--- src/rtl/lt_cr_pkg.sv ---
package lt_cr_pkg;

    typedef enum logic [3:0] {
        S_IDLE, S_RATE, S_LCNT, S_TPS, S_INTV, S_LANE0, S_LANE1,
        S_WAIT, S_STAT, S_ADJ, S_EVAL, S_OFF, S_DONE
    } seq_state_e;

    // Nibble layout of one lane's request: pre-emphasis above swing
    typedef struct packed {
        logic [1:0] pre;
        logic [1:0] swing;
    } drive_t;

    localparam logic [19:0] ADDR_RATE  = 20'h00100;
    localparam logic [19:0] ADDR_LCNT  = 20'h00101;
    localparam logic [19:0] ADDR_TPS   = 20'h00102;
    localparam logic [19:0] ADDR_LANE0 = 20'h00103;
    localparam logic [19:0] ADDR_LANE1 = 20'h00104;
    localparam logic [19:0] ADDR_INTV  = 20'h0000E;
    localparam logic [19:0] ADDR_STAT  = 20'h00202;
    localparam logic [19:0] ADDR_ADJ   = 20'h00206;

    localparam logic [7:0] RATE_CODE  = 8'h0A;
    localparam logic [7:0] ENH_FRAME  = 8'h80;
    localparam logic [7:0] TPS_CR     = 8'h21;
    localparam logic [7:0] TPS_OFF    = 8'h00;

    function automatic drive_t nib_to_drive(input logic [3:0] n);
        return drive_t'(n);
    endfunction

    function automatic logic [7:0] pack_lane(input drive_t d);
        return {2'b00, (d.pre == 2'd3), d.pre, (d.swing == 2'd3), d.swing};
    endfunction

    function automatic logic is_txn(input seq_state_e s);
        return s inside {S_RATE, S_LCNT, S_TPS, S_INTV, S_LANE0, S_LANE1,
                         S_STAT, S_ADJ, S_OFF};
    endfunction

endpackage

--- src/rtl/lt_wait_timer.sv ---
module lt_wait_timer #(
    parameter int TICKS_100US = 25000,
    parameter int MAX_CODE    = 4
) (
    input  logic       clk,
    input  logic       rst,
    input  logic       load,
    input  logic [7:0] code,
    output logic       expired
);
    localparam int STEP_4MS = 40 * TICKS_100US;
    localparam int MAX_WAIT = MAX_CODE * STEP_4MS;
    localparam int CW       = $clog2(MAX_WAIT + 1);

    logic [CW-1:0] cnt_q;
    logic [CW-1:0] load_val;
    logic          run_q;
    int            n_clamp;

    always_comb begin
        n_clamp  = (code > 8'(MAX_CODE)) ? MAX_CODE : int'(code);
        load_val = (code == 8'd0) ? CW'(TICKS_100US - 1)
                                  : CW'(n_clamp * STEP_4MS - 1);
    end

    always_ff @(posedge clk) begin
        if (rst) begin
            cnt_q <= '0;
            run_q <= 1'b0;
        end else if (load) begin
            cnt_q <= load_val;
            run_q <= 1'b1;
        end else if (run_q) begin
            if (cnt_q == '0) run_q <= 1'b0;
            else             cnt_q <= cnt_q - 1'b1;
        end
    end

    assign expired = run_q && (cnt_q == '0);


    expire_once_chk: assert property (@(posedge clk) disable iff (rst)
        expired && !load |=> !expired);

endmodule

--- src/rtl/lt_lane_drive.sv ---
module lt_lane_drive
    import lt_cr_pkg::*;
(
    input  logic       clk,
    input  logic       rst,
    input  logic       clr,
    input  logic       load,
    input  logic [3:0] req_nib,
    output drive_t     lvl,
    output logic [7:0] set_byte,
    output logic       at_max,
    output logic       same
);
    drive_t lvl_q;

    always_ff @(posedge clk) begin
        if (rst || clr) lvl_q <= '0;
        else if (load)  lvl_q <= nib_to_drive(req_nib);
    end

    assign lvl      = lvl_q;
    assign set_byte = pack_lane(lvl_q);
    assign at_max   = (lvl_q.swing == 2'd3);
    assign same     = (nib_to_drive(req_nib) == lvl_q);

endmodule

--- src/rtl/lt_stall_track.sv ---
module lt_stall_track #(
    parameter int STALL_LIMIT = 5,
    parameter int MAX_ITER    = 10
) (
    input  logic clk,
    input  logic rst,
    input  logic clr,
    input  logic step,
    input  logic same,
    output logic stall_hit,
    output logic iter_hit
);
    localparam int RW = $clog2(STALL_LIMIT + 1);
    localparam int IW = $clog2(MAX_ITER + 1);

    logic [RW-1:0] run_q;
    logic [IW-1:0] iter_q;

    always_ff @(posedge clk) begin
        if (rst || clr) begin
            run_q  <= '0;
            iter_q <= '0;
        end else if (step) begin
            run_q  <= same ? run_q + 1'b1 : '0;
            iter_q <= iter_q + 1'b1;
        end
    end

    assign stall_hit = same && (int'(run_q) + 1 >= STALL_LIMIT);
    assign iter_hit  = (int'(iter_q) + 1 >= MAX_ITER);


    iter_budget_chk: assert property (@(posedge clk) disable iff (rst)
        step |-> int'(iter_q) < MAX_ITER);


    stall_budget_chk: assert property (@(posedge clk) disable iff (rst)
        step |-> int'(run_q) < STALL_LIMIT);

endmodule

--- src/rtl/lt_cr_seq.sv ---
module lt_cr_seq
    import lt_cr_pkg::*;
#(
    parameter int CLK_FREQ_KHZ  = 250000,
    parameter int LANES         = 2,
    parameter int MAX_ITER      = 10,
    parameter int STALL_LIMIT   = 5,
    parameter int MAX_INTV_CODE = 4
) (
    input  logic               clk,
    input  logic               rst,
    input  logic               start,
    output logic               aux_req,
    output logic               aux_wr,
    output logic [19:0]        aux_addr,
    output logic [7:0]         aux_wdata,
    input  logic               aux_done,
    input  logic [7:0]         aux_rdata,
    output logic               done,
    output logic               pass,
    output logic [2*LANES-1:0] lane_swing,
    output logic [2*LANES-1:0] lane_pre
);
    localparam int TICKS_100US = CLK_FREQ_KHZ / 10;

    seq_state_e state_q, state_d;
    logic       gap_q;
    logic [7:0] intv_q;
    logic [7:0] adj_q;
    logic       pass_q, pass_d;
    logic       cr_ok;

    logic timer_load, expired;
    logic lane_clr, lane_load;
    logic trk_clr, trk_step, stall_hit, iter_hit;

    drive_t             lvl   [LANES];
    logic [7:0]         set_b [LANES];
    logic [LANES-1:0]   max_v, same_v;

    // Per-lane drive registers
    for (genvar i = 0; i < LANES; i++) begin : g_lane
        lt_lane_drive u_lane (
            .clk      (clk),
            .rst      (rst),
            .clr      (lane_clr),
            .load     (lane_load),
            .req_nib  (adj_q[4*i +: 4]),
            .lvl      (lvl[i]),
            .set_byte (set_b[i]),
            .at_max   (max_v[i]),
            .same     (same_v[i])
        );
        assign lane_swing[2*i +: 2] = lvl[i].swing;
        assign lane_pre[2*i +: 2]   = lvl[i].pre;
    end

    lt_wait_timer #(
        .TICKS_100US (TICKS_100US),
        .MAX_CODE    (MAX_INTV_CODE)
    ) u_timer (
        .clk     (clk),
        .rst     (rst),
        .load    (timer_load),
        .code    (intv_q),
        .expired (expired)
    );

    lt_stall_track #(
        .STALL_LIMIT (STALL_LIMIT),
        .MAX_ITER    (MAX_ITER)
    ) u_track (
        .clk       (clk),
        .rst       (rst),
        .clr       (trk_clr),
        .step      (trk_step),
        .same      (&same_v),
        .stall_hit (stall_hit),
        .iter_hit  (iter_hit)
    );

    // Lock check over active lanes
    always_comb begin
        cr_ok = 1'b1;
        for (int i = 0; i < LANES; i++)
            if (!aux_rdata[4*i]) cr_ok = 1'b0;
    end

    // Sequencing
    always_comb begin
        state_d    = state_q;
        pass_d     = pass_q;
        timer_load = 1'b0;
        lane_clr   = 1'b0;
        lane_load  = 1'b0;
        trk_clr    = 1'b0;
        trk_step   = 1'b0;
        case (state_q)
            S_IDLE: if (start) begin
                state_d  = S_RATE;
                lane_clr = 1'b1;
                trk_clr  = 1'b1;
                pass_d   = 1'b0;
            end
            S_RATE:  if (aux_done) state_d = S_LCNT;
            S_LCNT:  if (aux_done) state_d = S_TPS;
            S_TPS:   if (aux_done) state_d = S_INTV;
            S_INTV:  if (aux_done) state_d = S_LANE0;
            S_LANE0: if (aux_done) begin
                if (LANES > 1) state_d = S_LANE1;
                else begin
                    state_d    = S_WAIT;
                    timer_load = 1'b1;
                end
            end
            S_LANE1: if (aux_done) begin
                state_d    = S_WAIT;
                timer_load = 1'b1;
            end
            S_WAIT:  if (expired) state_d = S_STAT;
            S_STAT:  if (aux_done) begin
                if (cr_ok) begin
                    pass_d  = 1'b1;
                    state_d = S_OFF;
                end else begin
                    state_d = S_ADJ;
                end
            end
            S_ADJ:   if (aux_done) state_d = S_EVAL;
            S_EVAL: begin
                trk_step = 1'b1;
                if ((|max_v) || stall_hit || iter_hit) begin
                    state_d = S_OFF;
                end else begin
                    lane_load = 1'b1;
                    state_d   = S_LANE0;
                end
            end
            S_OFF:   if (aux_done) state_d = S_DONE;
            S_DONE:  state_d = S_IDLE;
            default: state_d = S_IDLE;
        endcase
    end

    // Transaction fields
    always_comb begin
        aux_wr    = 1'b0;
        aux_addr  = '0;
        aux_wdata = '0;
        case (state_q)
            S_RATE:  begin aux_wr = 1'b1; aux_addr = ADDR_RATE;  aux_wdata = RATE_CODE; end
            S_LCNT:  begin aux_wr = 1'b1; aux_addr = ADDR_LCNT;  aux_wdata = ENH_FRAME | 8'(LANES); end
            S_TPS:   begin aux_wr = 1'b1; aux_addr = ADDR_TPS;   aux_wdata = TPS_CR; end
            S_INTV:  aux_addr = ADDR_INTV;
            S_LANE0: begin aux_wr = 1'b1; aux_addr = ADDR_LANE0; aux_wdata = set_b[0]; end
            S_LANE1: begin aux_wr = 1'b1; aux_addr = ADDR_LANE1; aux_wdata = set_b[LANES-1]; end
            S_STAT:  aux_addr = ADDR_STAT;
            S_ADJ:   aux_addr = ADDR_ADJ;
            S_OFF:   begin aux_wr = 1'b1; aux_addr = ADDR_TPS;   aux_wdata = TPS_OFF; end
            default: ;
        endcase
    end

    assign aux_req = is_txn(state_q) && !gap_q;
    assign done    = (state_q == S_DONE);
    assign pass    = done && pass_q;

    always_ff @(posedge clk) begin
        if (rst) begin
            state_q <= S_IDLE;
            gap_q   <= 1'b0;
            intv_q  <= '0;
            adj_q   <= '0;
            pass_q  <= 1'b0;
        end else begin
            state_q <= state_d;
            gap_q   <= aux_req && aux_done;
            pass_q  <= pass_d;
            if (state_q == S_INTV && aux_done) intv_q <= aux_rdata;
            if (state_q == S_ADJ  && aux_done) adj_q  <= aux_rdata;
        end
    end


    req_hold_chk: assert property (@(posedge clk) disable iff (rst)
        aux_req && !aux_done |=> aux_req && $stable(aux_addr)
                                 && $stable(aux_wdata) && $stable(aux_wr));


    req_gap_chk: assert property (@(posedge clk) disable iff (rst)
        aux_req && aux_done |=> !aux_req);


    done_pulse_chk: assert property (@(posedge clk) disable iff (rst)
        done |=> !done);


    done_after_ack_chk: assert property (@(posedge clk) disable iff (rst)
        done |-> $past(aux_done));

endmodule

--- config.mk ---
export PLATFORM = sky130hd
export DESIGN_NAME = lt_cr_seq
export DESIGN_NICKNAME = d
export VERILOG_FILES = /design/src/rtl/lt_cr_pkg.sv /design/src/rtl/lt_wait_timer.sv /design/src/rtl/lt_lane_drive.sv /design/src/rtl/lt_stall_track.sv /design/src/rtl/lt_cr_seq.sv
export SDC_FILE = /design/constraint.sdc
export NUM_CORES = 1
export LEC_CHECK = 0
export ABC_AREA = 0
export BUFFER_PORTS_ARGS = -buffer_cell sky130_fd_sc_hd__buf_2
export CAP_MARGIN = 40
export CORE_MARGIN = 2
export CORE_UTILIZATION = 30
export CTS_CLUSTER_DIAMETER = 40
export DETAILED_ROUTE_END_ITERATION = 12
export PLACE_DENSITY = 0.55
export SLEW_MARGIN = 20
export SYNTH_ARGS = -nofsm -noshare
export SYNTH_HDL_FRONTEND = slang
export SYNTH_SLANG_ARGS = --single-unit
--- constraint.sdc ---
create_clock -name clk -period 4.3 [get_ports clk]
set_input_delay 0 -clock clk [delete_from_list [all_inputs] [get_ports clk]]
set_output_delay 0 -clock clk [all_outputs]
set_load 0.02 [all_outputs]
# == After elaboration in Yosys (flattened, before gate mapping) ==
# Cells that the tools add are included.
# word_totals
ff_bits,60
inputBits,12
out_inout_bits,40
wordCells,117
# classes
addsub,6
mul,1
magnitude_cmp,3
eq_ne,31
n_mux,39
n_reduce_logical,24
# op_table
op,n
two-way mux 22 bit,4
case mux 10 bit (8 select lines),1
two-way mux 4 bit,12
case mux 4 bit (12 select lines),1
case mux 8 bit (5 select lines),1
">= comparator 32 x 4 -> 1 bit, second input constant",1
">= comparator 32 x 5 -> 1 bit, second input constant",1
"multiplier 32 x 15 -> 16 bit, second input constant",1
"inequality test 2 bit, second input constant",13
zero test 22 bit,1
"subtractor 22 x 1 -> 22 bit, second input constant",1
"subtractor 22 x 2 -> 22 bit, second input constant",1
"== test 4 bit, second input constant",5
"== test 4 x 3 -> 1 bit, second input constant",4
two-way mux 1 bit,16
AND reduction 11 bit,1
nonzero test 9 bit,1
"== test 2 bit, second input constant",4
"== test 4 x 2 -> 1 bit, second input constant",2
== test 4 bit,2
"> comparator 8 x 3 -> 1 bit, second input constant",1
zero test 8 bit,1
two-way mux 8 bit,1
logical AND 1 bit,7
16 further kinds,21

# == Depth between registers and ports, before layout ==
# Gate-level depths: netlist of run 1.
# depth
ltp_word,7
ltp_mapped,20
mapped_depth_nobuf,19

# == By module ==
# Synthesis of run 1 repeated with hierarchy kept, for this count alone.
# unflattened
hier_cells,607
hier_area_um2,5066.1
# by_module_without_submodules
module,n_inst,cells_each,area_each_um2,seq_area_each_um2
lt_wait_timer,1,318,2670.1,460.4
lt_cr_seq,1,181,1446.4,440.4
lt_lane_drive,2,28,262.8,80.1
lt_stall_track,1,52,424.2,140.1

# == Worst setup path after synthesis of run 1 ==
# No wires, ideal clock.
# synth_path
path_type,register to register
from,register intv_q[6]
to,register u_timer.cnt_q[21]
setup_ns,0.119
arrival_time_ns,4.436
required_ns,4.181
path_slack_ns,-0.255
stages_incl_launch_ff,17
path_buffers,1
period_less_slack_ns,4.555
cell_sequence,dfxtp_1 > or4_1 > or3_1 > buf_6 > inv_6 > nand2_1 > fa_1 > inv_1 > ha_1 > ha_1 > fa_1 > ha_1 > xnor2_1 > or3_1 > nor4_4 > xnor2_1 > o21ai_1
# synth_via
elab_chain_cells,6
elab_cells_between_ends,7
cone_classes,1 x add/sub; 1 x mul; 1 x order compare; 3 x mux; 1 x reduce/logical
# synth_lines
element,line_no,text
start: declaration,lt_cr_seq.sv:28,logic [7:0] intv_q;
start signal: assignment,lt_cr_seq.sv:179,if (state_q == S_INTV && aux_done) intv_q <= aux_rdata;
> comparator 8 x 3 -> 1 bit,lt_wait_timer.sv:21,n_clamp = (code > 8'(MAX_CODE)) ? MAX_CODE : int'(code);
two-way mux 8 bit,lt_wait_timer.sv:21,
multiplier 32 x 15 -> 16 bit,lt_wait_timer.sv:23,: CW'(n_clamp * STEP_4MS - 1);
subtractor 22 x 2 -> 22 bit,lt_wait_timer.sv:23,
two-way mux 22 bit (*),lt_wait_timer.sv:22,load_val = (code == 8'd0) ? CW'(TICKS_100US - 1)
two-way mux 22 bit (*),lt_wait_timer.sv:30,end else if (load) begin
end signal: assignment,lt_wait_timer.sv:31,cnt_q <= load_val;
end signal: assignment,lt_wait_timer.sv:35,else cnt_q <= cnt_q - 1'b1;
end: declaration,lt_wait_timer.sv:15,logic [CW-1:0] cnt_q;
# Mark *: on every way between the ends. The rest lies on a longest branch, timed or not.
# A chain may end at the register's enable or synchronous reset.

# == Worst setup path after layout of run 1 ==
# Same ends and word-level chain as after synthesis.

==> key figures, run 1 <==
Status
  • Outcome: finished, final reports clean

Drt
  • # DRC: 0
  • Total Wirelength: 12,000 um
  • DRT Pass-1 Iters: 5
  • Routed Antenna Nets: 0
  • Number of vias per cell: 4.90
  • Routed len/inst: 13.7 um
  • Vias: 4,279
  • Starting DRT DRC Count: 242

Logic synthesis
  • Post-synth top area share: 0.249
  • Netlist cell types: 72
  • Synth area leader: dfxtp_1
  • Post-synthesis async set-or-reset flop share: 0
  • Count leader, synth: nor2_1
  • Mean Syn Cell Area: 8.25 um2
  • Mapped cell area: 0.00482 mm2
  • YS warnings: 0
  • #FFs+latches synth: 60
  • Post-synth top flop: dfxtp_1
  • Post-synthesis sequential area ratio: 0.249
  • Number of enable flip-flop cells after synthesis: 0
  • Most frequent cells after synthesis: 73 x nor2_1, 60 x dfxtp_1, 45 x ha_1
  • Gate count of the mapped netlist: 584
  • Synth top area cells: dfxtp_1 25%, ha_1 12%, xnor2_1 6.2%, mux2i_1 6.0%, nor2_1 5.7%

Global routing
  • Total grt overflow: 0
  • Number of global-route vias before repair: 4,089
  • Total GRT Usage: 0.142
  • Largest net degree at the start of global routing: 46
  • Initial antenna violation count: 0
  • Global-route wire length before repair: 19,500 um

STA
  • Slew HR: 0.521
  • Period utilization: 0.979
  • Layout Skew: 7.00 ps
  • Fmax achieved: 238 MHz
  • Endpoints failing hold: 0
  • Setup Viol. Count Final: 0
  • Fin crit period: 4210 ps
  • Slew Limit Fails: 0
  • Slew @ Worst Pin: 718 ps
  • RSZ-0062 raised after global routing: yes

Finish
  • Multi-input gate area: 0.00355 mm2
  • Post-route cell area: 0.00593 mm2
  • Final Util: 0.376
  • Layout cell share with drive strength beyond 1: 0.184
  • Register Area: 0.00120 mm2
  • Final nets: 716
  • # diodes: 0
  • Area growth syn-to-layout: 23.0%
  • Fill cells: 1,647

Floorplanning
  • # IOs: 52
  • Die X-Extent: 131 um
  • # rows: 46
  • Core region area: 0.0158 mm2
  • Die height: 131 um
  • Initial Utilization: 0.306
  • Full die area: 0.0171 mm2

Place
  • DP Area: 0.00538 mm2
  • DP HPWL: 9030 um
  • PortBufs: 36
  • Gpl congestion: 0.817

Pwr
  • Reg power frac: 0.310
  • Part of the power in combinational logic: 0.317
  • Sw frac: 0.351
  • VDD IR max: 0.196 mV
  • P_leak: 2.53 nW
  • PD cells: 334 mW/mm2
  • P_sw: 695 uW
  • Power share of the clock group: 0.373
  • Int Pwr: 1.29 mW

Clock tree
  • Post-CTS Setup Inserts: 0
  • Worst skew pair latency: 330 ps
  • CTS H-tree lvls: 3
  • Worst-path clk slew: 60 ps
  • Clock sinks: 60
  • CTS tree: built
  • Clock buffer depth: 2
  • CTS Buf Count: 9
  • Root buf cell: clkbuf_16

Setup path
  • CP most frequent cell: ha_4
  • R2R depth: 15
  • Slowest cell delay on critical path: 560 ps
  • Critical Path End Type: flop
  • Crit Path Category: reg2reg
  • WP data arrival: 4430 ps
  • Max FO, Critical Path: 4
  • Max stage delay cell, worst path: fa_2
  • Setup crit start kind: flop
  • Crit path required time: 4520 ps
  • Crit-path cells: or4_4 -> or3_4 -> inv_8 -> nand2_4 -> fa_2 -> inv_2 -> ha_4 -> ha_4 -> fa_1 -> ha_4 -> xnor2_2 -> or3_4 -> nor4_4 -> xnor2_1 -> o21ai_1

Flow run
  • Max Cap Viol: 0

Min path
  • Hold Path Depth: 3
  • Worst Hold Class: in2reg
timing repair:
item | CTS | global route
setup endpoints to repair | 3 | 4
hold buffers | 8 | 0
endpoints found under the hold margin | 16 | 0
resized for setup | 5 | 16
pin swaps | 4 | 5
critical path: cells and delay by family (launching register included):
| family | cells | cell delay, ps |
|---|---|---|
| adders and majority gates | 5 | 1740 |
| DFF | 1 | 320 |
| buffers and inverters | 2 | 130 |
| and+or+nand+nor | 5 | 1550 |
| AOI/OAI and AO/OA | 1 | 70 |
| xor gates and xnor gates | 2 | 290 |
per-layer routing:
| layer | track usage | vias to the layer above | part of all wire |
|---|---|---|---|
| li1 | - | 2144 | - |
| met1 | 0.186 | 2026 | 0.48 |
| met2 | 0.241 | 97 | 0.48 |
| met3 | 0.0204 | 12 | 0.035 |
| met4 | 0.0419 | 0 | 0.0099 |
| met5 | 0 | - | 0 |
power by group through the flow:
stage	clock, mW	combinational (mW)	sequential (mW)
final	0.739	0.628	0.615
after global routing	0.780	0.689	0.617
after CTS	0.754	0.589	0.613
after detailed placement	0	0.573	0.626
after global placement	0	0.563	0.625
after floorplan	0	0.474	0.588
path summary, 6_finish.rpt:
kind	start	end	slack [ps]
worst min-delay path	aux_done	gap_q$_SDFF_PP0_	30
worst min register to register	u_timer.cnt_q[7]$_SDFFE_PP0P_	u_timer.cnt_q[7]$_SDFFE_PP0P_	480
worst max-delay path	intv_q[6]$_SDFFE_PP0P_	u_timer.cnt_q[21]$_SDFFE_PP0P_	90
worst max register to register	intv_q[6]$_SDFFE_PP0P_	u_timer.cnt_q[21]$_SDFFE_PP0P_	90
sequential cells by signal (all words and copies together) (netlist names):
register	cells
intv_q	8
g_lane.u_lane.lvl	8
u_track.iter_q	4
state_q	4
u_timer.run_q	1
pass_q	1
adj_q	8
gap_q	1
u_track.run_q	3
u_timer.cnt_q	22
cell type report:
class / instances / share of cell area
inverters: 34 / 0.0228
multi-input cells: 479 / 0.599
clock buffers: 9 / 0.0380
flip-flops and latches: 60 / 0.203
well taps: 216 / 0.0456
clock inverters: 7 / 0.0137
repair buffers: 68 / 0.0777
stage by stage:
step | total power, mW | hold slack [ps] | TNS (ps) | worst slack, ps | cells
2_1_floorplan | 1.06 | 144 | -4.59 | -4.59 | 614
3_3_place_gp | 1.19 | 265 | -35.1 | -26.4 | 848
3_5_place_dp | 1.20 | 266 | -359 | -174 | 848
4_1_cts | 1.96 | 13.2 | 0 | 5.86 | 872
5_1_grt | 2.09 | 42.1 | -71.3 | -62.5 | 873
6_report | 1.98 | 30.7 | 0 | 90.8 | 873
layout by cell type (no fill, tap or decap), types with 15 or more instances in the layout:
cell | Yosys | routed
nor2_1 | 73 | 72
buf_4 | 15 | 23
xnor2_1 | 34 | 31
nor3_1 | 23 | 22
inv_1 | 32 | 31
nand3_1 | 15 | 15
o21ai_0 | 18 | 18
conb_1 | 2 | 32
mux2i_1 | 29 | 29
ha_1 | 45 | 37
nand2_1 | 28 | 26
buf_2 | 3 | 36
a21oi_1 | 35 | 34
dfxtp_1 | 60 | 59
kinds of logic after synthesis:
logic type,count (synthesis),synth area share
XOR/XNOR,45,0.0818
buffers and inverters,75,0.0750
other,2,0.00156
multiplexers,30,0.0625
adder cells (fa/ha/maj),52,0.146
flip-flops,60,0.249
AND/OR/NAND/NOR,207,0.232
AO/OA/AOI/OAI,113,0.152
(Power assumes the default switching activity.)
==> run 2: changes to the inputs <==
--- a/config.mk
+++ b/config.mk
@@ -5,7 +5,7 @@
 export SDC_FILE = /design/constraint.sdc
 export NUM_CORES = 1
 export LEC_CHECK = 0
-export ABC_AREA = 0
+export ABC_AREA = 1
 export BUFFER_PORTS_ARGS = -buffer_cell sky130_fd_sc_hd__buf_2
 export CAP_MARGIN = 40
 export CORE_MARGIN = 2
==> key figures, run 2 <==
STA
  • RSZ-0062 raised after global routing: no
  • Endpoints failing hold: 0 (unchanged)
  • Final worst slack: 367 ps (+277 ps)
  • Fin crit period: 3930 ps (-277 ps)
  • Setup Viol. Count Final: 0 (unchanged)
  • Layout Skew: 4.73 ps (-2.27 ps)
  • Period utilization: 0.915 (-0.0643)
  • Fin Setup TNS: 0 ps (unchanged)
  • Slew Limit Fails: 0 (unchanged)
  • Fmax achieved: 254 MHz (+7.0%)

Drt
  • Number of vias per cell: 4.64 (-5.2%)
  • Routed len/inst: 12.1 um (-12%)
  • Starting DRT DRC Count: 280 (+16%)
  • Vias: 4,854 (+13%)
  • Total Wirelength: 12,600 um (+5.5%)
  • DRT Pass-1 Iters: 4 (-1)
  • Routed Antenna Nets: 0 (unchanged)
  • # DRC: 0 (unchanged)

Clock tree
  • Root buf cell: clkbuf_16
  • CTS tree: built
  • Clock buffer depth: 2 (unchanged)
  • Worst-path clk slew: 60 ps (about the same)
  • Post-CTS Setup Inserts: 0 (unchanged)
  • Worst skew pair latency: 330 ps (about the same)
  • Clock sinks: 60 (unchanged)
  • CTS H-tree lvls: 3 (unchanged)
  • CTS Buf Count: 9 (unchanged)
  • CTS resizes: 0 (-5)

Pwr
  • PD cells: 388 mW/mm2 (+16%)
  • Power share of the clock group: 0.348 (-0.025)
  • P_sw: 880 uW (+27%)
  • VDD IR max: 0.178 mV (-9.0%)
  • Int Pwr: 1.42 mW (+10%)
  • Total Power: 2.30 mW (+16%)
  • Sw frac: 0.383 (+0.0320)
  • Part of the power in combinational logic: 0.390 (+0.073)
  • P_leak: 2.88 nW (+14%)
  • Reg power frac: 0.262 (-0.048)

Place
  • Dpl cells: 1,021 (+20%)
  • Gpl congestion: 0.841 (+3.0%)
  • Place WS: 373 ps (+547 ps)
  • PortBufs: 36 (unchanged)
  • DP HPWL: 10,100 um (+12%)

Global routing
  • Global-route wire length before repair: 21,400 um (+10%)
  • Total GRT Usage: 0.145 (+0.00334)
  • GR Util met3: 0.0291 (+0.00874)
  • GRT busiest layer: met2
  • Met1 global-route usage: 0.196 (+0.00970)
  • Initial antenna violation count: 0 (unchanged)
  • GR Util met2: 0.241 (about the same)
  • Total grt overflow: 0 (unchanged)
  • Number of global-route vias before repair: 4,410 (+7.9%)
  • Largest net degree at the start of global routing: 31 (-33%)

Setup path
  • CP most frequent cell: inv_1
  • Setup crit start kind: flop
  • Critical Path End Type: flop
  • Max FO, Critical Path: 6 (+2)
  • Reg-to-reg critical path endpoint: u_timer.cnt_q[21]$_SDFFE_PP0P_
  • Crit-path cells: nor2_1 -> nand3_2 -> nor2_1 -> inv_1 -> fa_1 -> fa_1 -> inv_1 -> ha_1 -> inv_1 -> fa_1 -> inv_1 -> ha_1 -> inv_1 -> o21bai_1 -> nor2_1 -> nand3_1 -> inv_1 -> nand2_1 -> nand2_1 -> inv_1 -> nand2_1 -> nand3_1 -> a21oi_1
  • Crit Path Category: reg2reg
  • Worst reg2reg setup slack: 370 ps (+280 ps)
  • RR Startpoint: intv_q[2]$_SDFFE_PP0P_
  • WP data arrival: 4190 ps (-240 ps)
  • Crit path required time: 4560 ps (+40 ps)
  • Crit path from: intv_q[2]$_SDFFE_PP0P_
  • Slowest cell delay on critical path: 490 ps (-70 ps)
  • Max stage delay cell, worst path: fa_1
  • R2R depth: 23 (+8)

Logic synthesis
  • YS warnings: 0 (unchanged)
  • Count leader, synth: nand2_1
  • Synth area leader: dfxtp_1
  • #FFs+latches synth: 60 (unchanged)
  • Netlist cell types: 49 (-32%)
  • Most frequent cells after synthesis: 151 x nand2_1, 110 x inv_1, 69 x nor2_1
  • Gate count of the mapped netlist: 758 (+30%)
  • Mean Syn Cell Area: 6.71 um2 (-19%)
  • Synth top area cells: dfxtp_1 24%, nand2_1 11%, ha_1 11%, inv_1 8.1%, o21ai_0 5.7%
  • Post-synth top flop: dfxtp_1
  • Mapped cell area: 0.00509 mm2 (+5.5%)
  • Post-synth top area share: 0.236 (-0.0131)
  • Post-synthesis async set-or-reset flop share: 0 (unchanged)
  • Post-synthesis sequential area ratio: 0.236 (-0.0131)
  • Number of enable flip-flop cells after synthesis: 0 (unchanged)

Floorplanning
  • Die X-Extent: 134 um (+2.6%)
  • # IOs: 52 (unchanged)
  • Full die area: 0.0180 mm2 (+5.4%)
  • Die height: 134 um (+2.6%)
  • Initial Utilization: 0.307 (+0.00108)
  • Core region area: 0.0166 mm2 (+5.2%)
  • # rows: 47 (+2.2%)

Min path
  • Hold Crit Start: aux_done
  • Hold Path Depth: 3 (unchanged)
  • Worst Hold Class: in2reg
  • Hold Path End: pass_q$_SDFFE_PP0P_

Finish
  • Final Util: 0.357 (-0.0187)
  • # diodes: 0 (unchanged)
  • Commonest non-fill, non-tap cell in the layout: nand2_1
  • Final nets: 884 (+23%)
  • Layout cell share with drive strength beyond 1: 0.116 (-0.0678)
  • Post-route non-filler standard cell count: 1,045 (+20%)
  • Area growth syn-to-layout: 16.5%
  • Largest Register: u_timer.cnt_q
  • Most frequent cells in the layout: 151 x nand2_1, 110 x inv_1, 69 x nor2_1
  • Max reg flops: 22 (unchanged)

Status
  • Outcome: finished, final reports clean

Flow run
  • Max Cap Viol: 0 (unchanged)
run 2: cell type report:
cell class	instances	area [um2]
repair buffers	48	290
multi-input cells	584	3380
flip-flops and latches	60	1200
inverters	117	439
fillers	1787	10700
well taps	220	275
clock inverters	5	83.8
clock buffers	11	253
run 2: power groups by stage:
stage	registers, mW	logic [mW]	clock network, mW
global placement	0.615	0.879	0
global route	0.607	1.02	0.842
floorplan	0.610	0.688	0
detailed placement	0.615	0.882	0
finish	0.603	0.895	0.800
CTS	0.603	0.892	0.816
run 2: logic make-up after synthesis:
logic type	after synthesis	synth area share
buffers and inverters	144	0.121
XOR/XNOR	25	0.0430
AO/OA/AOI/OAI	146	0.160
other	2	0.00148
AND/OR/NAND/NOR	329	0.300
adder cells (fa/ha/maj)	52	0.138
flip-flops	60	0.236
run 2: critical path: cells and delay by family, from the launching register on:
kind	cells	cell delay, ps
AO/OA/AOI/OAI	2	210
adder cells (fa/ha/maj)	5	1870
buffers and inverters	7	500
flip-flops	1	310
AND/OR/NAND/NOR	9	980
run 2: worst max path at each step:
stage | depth (start not counted) | slack (ps) | end
2_1_floorplan | 22 | 480 | u_timer.cnt_q[21]$_SDFFE_PP0P_
3_3_place_gp | 23 | 440 | u_timer.cnt_q[21]$_SDFFE_PP0P_
3_5_place_dp | 23 | 370 | u_timer.cnt_q[21]$_SDFFE_PP0P_
4_1_cts | 23 | 350 | u_timer.cnt_q[21]$_SDFFE_PP0P_
5_1_grt | 23 | 50 | u_timer.cnt_q[21]$_SDFFE_PP0P_
6_report | 23 | 370 | u_timer.cnt_q[21]$_SDFFE_PP0P_
run 2: timing repair:
item / 4_1_cts / 5_1_grt
setup endpoints to repair: 0 / 0
endpoints found under the hold margin: 15 / 0
hold buffers: 8 / 0
run 2: routing by layer:
metal,up-vias,part of all wire
met5,-,0
met4,0,0.0059
met3,7,0.030
met2,68,0.47
met1,2213,0.50
li1,2566,-
run 2: per-stage QoR:
step	area (um2)	hold slack, ps
CTS	5930	43.2
finish	5930	52.8
global placement	5510	260
detailed placement	5510	262
global route	5930	54.9
floorplan	5200	69.1
